**src/rtl/idxsec_pkg.sv**
```systemverilog
package idxsec_pkg;

   // cycles needed to cover num/den microseconds, rounded up
   function automatic int unsigned span_cycles(input int unsigned per_us,
                                               input int unsigned num,
                                               input int unsigned den);
      return (per_us * num + den - 1) / den;
   endfunction

   function automatic int unsigned max2(input int unsigned a, input int unsigned b);
      return (a > b) ? a : b;
   endfunction

   // tenths / hundredths of a microsecond for each output pulse
   localparam int unsigned IDX_NUM  = 17;
   localparam int unsigned IDX_DEN  = 10;
   localparam int unsigned BYTE_NUM = 84;
   localparam int unsigned BYTE_DEN = 100;

endpackage

```
**src/rtl/idxsec_stretch.sv**
```systemverilog
module idxsec_stretch #(
   parameter int unsigned WIDTH = 4
) (
   input  logic clk,
   input  logic rst_n,
   input  logic trig,
   output logic active
);
   localparam int unsigned CW = (WIDTH < 2) ? 1 : $clog2(WIDTH + 1);

   generate
      if (WIDTH == 0) begin : g_bad
         $error("idxsec_stretch: WIDTH must be at least 1");
      end
      if (WIDTH == 1) begin : g_flop
         always_ff @(posedge clk) begin
            if (!rst_n) active <= 1'b0;
            else        active <= trig;
         end
      end else begin : g_count
         logic [CW-1:0] left_q;
         always_ff @(posedge clk) begin
            if (!rst_n)              left_q <= '0;
            else if (trig)           left_q <= CW'(WIDTH);
            else if (left_q != '0)   left_q <= left_q - 1'b1;
         end
         assign active = (left_q != '0);
      end
   endgenerate
endmodule

```
**src/rtl/idxsec_byte_tracker.sv**
```systemverilog
module idxsec_byte_tracker #(
   parameter int unsigned TRACK_BYTES = 12000,
   parameter int unsigned CFG_W       = 12,
   parameter int unsigned POS_W       = 14,
   parameter int unsigned SEC_W       = 14
) (
   input  logic             clk,
   input  logic             rst_n,
   input  logic             byte_stb,
   input  logic             index_stb,
   input  logic [CFG_W-1:0] bps,
   input  logic             mark_on_index,
   output logic             mark_stb,
   output logic [SEC_W-1:0] sector_num
);
   localparam int unsigned CMP_W = idxsec_pkg::max2(POS_W, CFG_W) + 2;

   logic [POS_W-1:0] pos_q;
   logic [CMP_W-1:0] run_q;
   logic [SEC_W-1:0] sec_q;
   logic [CMP_W-1:0] pos_nx, run_nx, bps_x;
   logic             enabled, hit, room, byte_mark;

   always_comb begin
      bps_x     = CMP_W'(bps);
      pos_nx    = CMP_W'(pos_q) + 1'b1;
      run_nx    = run_q + 1'b1;
      enabled   = (bps != '0);
      hit       = enabled && (run_nx == bps_x);
      room      = (pos_nx + bps_x) <= CMP_W'(TRACK_BYTES);
      byte_mark = byte_stb && hit && room;
      if (index_stb) mark_stb = mark_on_index && enabled;
      else           mark_stb = byte_mark;
   end

   always_ff @(posedge clk) begin
      if (!rst_n) begin
         pos_q <= '0;
         run_q <= '0;
         sec_q <= '0;
      end else if (index_stb) begin
         pos_q <= '0;
         run_q <= '0;
         sec_q <= '0;
      end else if (byte_stb) begin
         if (pos_q != '1) pos_q <= pos_q + 1'b1;
         if (byte_mark) begin
            run_q <= '0;
            sec_q <= sec_q + 1'b1;
         end else if (run_q != '1) begin
            run_q <= run_nx;
         end
      end
   end

   assign sector_num = sec_q;
endmodule

```
**src/rtl/idxsec_pulse_gen.sv**
```systemverilog
module idxsec_pulse_gen #(
   parameter int unsigned TRACK_BYTES = 12000,
   parameter int unsigned CFG_W       = 12,
   parameter int unsigned CLKS_PER_US = 100,
   localparam int unsigned SEC_W      = $clog2(TRACK_BYTES + 1)
) (
   input  logic             clk,
   input  logic             rst_n,
   input  logic             byte_stb,
   input  logic             index_stb,
   input  logic [CFG_W-1:0] bps_cfg,
   input  logic             out_sel_byteclk,
   input  logic             mark_on_index,
   output logic             index_pulse,
   output logic             sect_pulse,
   output logic [SEC_W-1:0] sector_num
);
   import idxsec_pkg::*;

   localparam int unsigned POS_W  = SEC_W;
   localparam int unsigned IDX_W  = span_cycles(CLKS_PER_US, IDX_NUM, IDX_DEN);
   localparam int unsigned BYTE_W = span_cycles(CLKS_PER_US, BYTE_NUM, BYTE_DEN);

   generate
      if (TRACK_BYTES < 2) begin : g_bad_track
         $error("idxsec_pulse_gen: TRACK_BYTES must be at least 2");
      end
      if (CFG_W < 1 || CFG_W > 16) begin : g_bad_cfg
         $error("idxsec_pulse_gen: CFG_W must be 1..16");
      end
      if (CLKS_PER_US < 1) begin : g_bad_clk
         $error("idxsec_pulse_gen: CLKS_PER_US must be at least 1");
      end
   endgenerate

   logic mark_stb, idx_act, mark_act, byte_act;

   idxsec_byte_tracker #(
      .TRACK_BYTES (TRACK_BYTES),
      .CFG_W       (CFG_W),
      .POS_W       (POS_W),
      .SEC_W       (SEC_W)
   ) u_track (
      .clk           (clk),
      .rst_n         (rst_n),
      .byte_stb      (byte_stb),
      .index_stb     (index_stb),
      .bps           (bps_cfg),
      .mark_on_index (mark_on_index),
      .mark_stb      (mark_stb),
      .sector_num    (sector_num)
   );

   idxsec_stretch #(.WIDTH(IDX_W)) u_idx (
      .clk (clk), .rst_n (rst_n), .trig (index_stb), .active (idx_act)
   );

   idxsec_stretch #(.WIDTH(IDX_W)) u_mark (
      .clk (clk), .rst_n (rst_n), .trig (mark_stb), .active (mark_act)
   );

   idxsec_stretch #(.WIDTH(BYTE_W)) u_byte (
      .clk (clk), .rst_n (rst_n), .trig (byte_stb), .active (byte_act)
   );

   assign index_pulse = idx_act;
   assign sect_pulse  = out_sel_byteclk ? byte_act : mark_act;
endmodule

```
**config.mk**
```make
export PLATFORM = sky130hd
export DESIGN_NAME = idxsec_pulse_gen
export DESIGN_NICKNAME = d
export VERILOG_FILES = /design/src/rtl/idxsec_pkg.sv /design/src/rtl/idxsec_stretch.sv /design/src/rtl/idxsec_byte_tracker.sv /design/src/rtl/idxsec_pulse_gen.sv
export SDC_FILE = /design/constraint.sdc
export NUM_CORES = 1
export LEC_CHECK = 0
export ABC_AREA = 1
export BUFFER_PORTS_ARGS = -buffer_cell sky130_fd_sc_hd__clkbuf_2
export CAP_MARGIN = 10
export CORE_MARGIN = 2
export CORE_UTILIZATION = 39
export DETAILED_ROUTE_END_ITERATION = 10
export GPL_TIMING_DRIVEN = 0
export HOLD_SLACK_MARGIN = 0.15
export PLACE_DENSITY = 0.62
export SETUP_SLACK_MARGIN = 0.15
export SKIP_LAST_GASP = 1
export SLEW_MARGIN = 10
export SYNTH_ARGS = -nofsm -noshare
export SYNTH_HDL_FRONTEND = slang
export SYNTH_SLANG_ARGS = --single-unit
```
**constraint.sdc**
```tcl
create_clock -name clk -period 3.94 [get_ports clk]
set_input_delay 0.591 -clock clk [delete_from_list [all_inputs] [get_ports clk]]
set_output_delay 0.591 -clock clk [all_outputs]
set_load 0.02 [all_outputs]
```
==> impl_metrics.tcl <==
set metrics [dict create \
    clkTransAtPathRegs_ns 0.05 \
    critical_path_required_ns 4.18 \
    grt_antenna_before_repair 0 \
    cp_slowest_cell "dfxtp_4" \
    die_w_um 116.5 \
    min_to "u_idx.g_count.left_q[0]" \
    clk_latency_ns 0.34 \
    r2r-start "u_track.pos_q[0]" \
    cp-end-kind "flip-flop" \
    post-place-ws_ns 0.05958 \
    nets 898 \
    max_freq_mhz 284.7 \
    max-cap-violations 0 \
    status "finished clean" \
    synth_top_cell_by_area "dfxtp_1" \
    yosys_warnings 0 \
    synth.area.top_cells "dfxtp_1 27%, nand2_1 16%, inv_1 9.6%" \
    synth-seq-cells 67 \
    portBuffers 32 \
    seq_area_frac_synth 0.2716 \
    cts_sinks 67 \
    syn_nets 850 \
    min-delay-start "u_idx.g_count.left_q[0]" \
    final_layout_size_suffix_gt1_frac 0.1044 \
    gr-usage-met1 0.2579 \
    num_io_pins 34 \
    grt_pass1_wl_um 20970 \
    first_global_vias 4390 \
    drtPass1Iterations 4 \
    setup_tns_ns 0 \
    reg2reg_setup_slack_ns 0.43 \
    grt-ovfl-total 0 \
    htreeDepth 3 \
    viasPerCell 4.771 \
    die_area_mm2 0.01358 \
    reg2reg_depth 23 \
    worstMarginPinSlew_ns 0.6369 \
    start_util 0.3962 \
    grt_usage 0.1956 \
    grt.busiest_layer "met2" \
    core-area_mm2 0.01247 \
    cpMostUsedCell "nand3_2" \
    dpl.hpwl_um 9487 \
    slowest_delay_ns 0.38 \
    die_h_um 116.5 \
    post-route-min-period_ns 3.512 \
    cts_buffers 9 \
    ant_nets 0 \
    power.density_mw_per_mm2 346.3 \
    wl_um 12350 \
    cts-hold-fix-buffers 0 \
    hold_violations 0 \
    slew_viol_final 0 \
    gr-usage-met3 0.04567 \
    n_antenna_cell 0 \
    worstSetupPathType "reg -> reg" \
    syn_area_mm2 0.004938 \
    row_count 41 \
    root_buffer "clkbuf_16" \
    fin_crit_sh 0.8914 \
    placedCellCount 1015 \
    drtIter0Drc 264 \
    ys_types 41 \
    avgSynthCellArea_um2 6.089 \
    stdcell_count 1034 \
    netlist.area_leader.share 0.2716 \
    grt_max_degree 11 \
    setup_slack_ns 0.4277 \
    slew_headroom 0.5715 \
    met2_usage 0.3155 \
    cp.arrival_ns 3.75 \
    cp_max_fo 10 \
    cp_cell_sequence "ha_4 > nand3_4 > nor2_4 > inv_1 > nor3_4 > nand3_2 > xor2_2 > inv_1 > ha_1 > nand2_1 > nor2_1 > nand3_1 > nand3_2 > nand3_2 > nand2_1 > nand3_2 > nor2_2 > nand3_2 > nand2_1 > buf_2 > nand3_1 > nand2_1 > inv_1" \
    vdd_drop_max_mv 0.1641 \
    power.leakage_nw 2.740 \
    final_common_cell "nand2_1" \
    mostFrequentLayoutCells "215 x nand2_1, 126 x inv_1, 110 x nor2_1" \
    skew_ns 0.004584 \
    drc 0 \
    worst_r2r_endpoint "u_track.run_q[15]" \
    ctsLongestPathBuffers 2 \
    finalWeightedCongestion 0.8621 \
    cts_tree "yes" \
    via_count 4933 \
    wire_per_inst_um 11.94 \
    synthCells 811 \
    hold_depth 1 \
    crit_path_start_kind "flip-flop" \
    areaGrowthSynthToFinish_pct 17.10 \
    holdCritPathClass "reg -> reg" \
    hold_ws_ns 0.4609 \
    rsz0062_at_grt "no" \
    setup-violations-final 0 \
    total_power_w 0.002003 \
]
[final cells by class]
| class | count | area (µm²) |
|---|---|---|
| multi-input cells | 599 | 3102 |
| well taps | 172 | 215.2 |
| clock inverters | 2 | 60.06 |
| clock buffers | 12 | 256.5 |
| plain buffers | 19 | 120.1 |
| fillers | 1287 | 6683 |
| inverters | 126 | 473.0 |
| flip-flops and latches | 67 | 1346 |
| repair buffers | 37 | 210.2 |
[stage by stage]
stage               area, µm²    util
floorplan                4938       -
global placement         5314  0.4263
detailed placement       5314  0.4263
CTS                      5640  0.4525
global route             5783  0.4639
finish                   5783  0.4639
[sequential cells by signal, indices dropped and copies added (netlist names)]
| register | flops |
|---|---|
| u_mark.g_count.left_q | 8 |
| u_track.sector_num | 14 |
| u_track.run_q | 16 |
| u_byte.g_count.left_q | 7 |
| u_track.pos_q | 14 |
| u_idx.g_count.left_q | 8 |
[synth_stat cells]
cell      instances
nand4_1          18
fa_1              1
dfxtp_1          67
or4_1             1
a21o_1            1
nor2_2            3
or2_2             3
xor2_1           20
a21oi_2           1
xnor3_1           1
or2_0             1
ha_1             20
nand3_2           2
buf_2             4
o21ai_2           4
buf_4             1
nand2_2           1
nor2_4            3
nand3b_1          5
inv_1           126
a31oi_1           4
a21boi_0          1
nor4_1            4
o21ai_1           1
buf_1             2
nand2_1         216
o21a_1            1
nor3_2            1
o21ai_0          28
buf_6             3
a21oi_1          50
nor3_1           12
o21bai_2          1
or3_1             1
clkbuf_1          9
and2_1            1
xnor2_1           9
nand3_1          67
o21bai_1          5
nor3b_1           1
nor2_1          111
[where the power goes]
group	switching, W	internal, W
combinational	0.000228	0.000145
sequential	0.0000344	0.000721
clock	0.000294	0.000581
total	0.000556	0.00145
[worst max-delay path: cells and delay by family (launching register included)]
family / cells / cell delay [ns]
simple gates: 16 / 1.96
xor+xnor: 1 / 0.20
flops: 1 / 0.38
fa+ha+maj: 2 / 0.45
buf+inv: 4 / 0.42
[per-layer routing]
layer | part of all wire | vias up
met5 | 0 | -
met4 | 0.025 | 0
met3 | 0.035 | 21
met2 | 0.44 | 81
met1 | 0.50 | 2166
li1 | - | 2665
[logic make-up after synthesis]
kind of cell / after synthesis / synth area share
AOI/OAI and AO/OA: 97 / 0.1084
xor gates and xnor gates: 30 / 0.05599
adders and majority gates: 21 / 0.05473
buffers and inverters: 145 / 0.1165
DFF: 67 / 0.2716
and+or+nand+nor: 451 / 0.3927
[repair_timing]
item | in CTS | in global routing
resized for setup | 2 | 22
buffers inserted | 0 | 5
endpoints found under the setup margin | 37 | 38
pin swaps | 0 | 6
[worst max path at each step]
stage / end / depth (start not counted) / slack (ns) / start
floorplan: u_track.sector_num[4] / 24 / 0.68 / u_track.pos_q[0]
global placement: u_track.sector_num[6] / 23 / 0.08 / u_track.pos_q[0]
detailed placement: u_track.sector_num[6] / 23 / 0.06 / u_track.pos_q[0]
CTS: u_track.sector_num[6] / 23 / 0.18 / u_track.pos_q[0]
global route: u_track.run_q[10] / 25 / 0.11 / u_track.pos_q[0]
finish: u_track.run_q[15] / 23 / 0.43 / u_track.pos_q[0]
(Power assumes the default switching activity.)
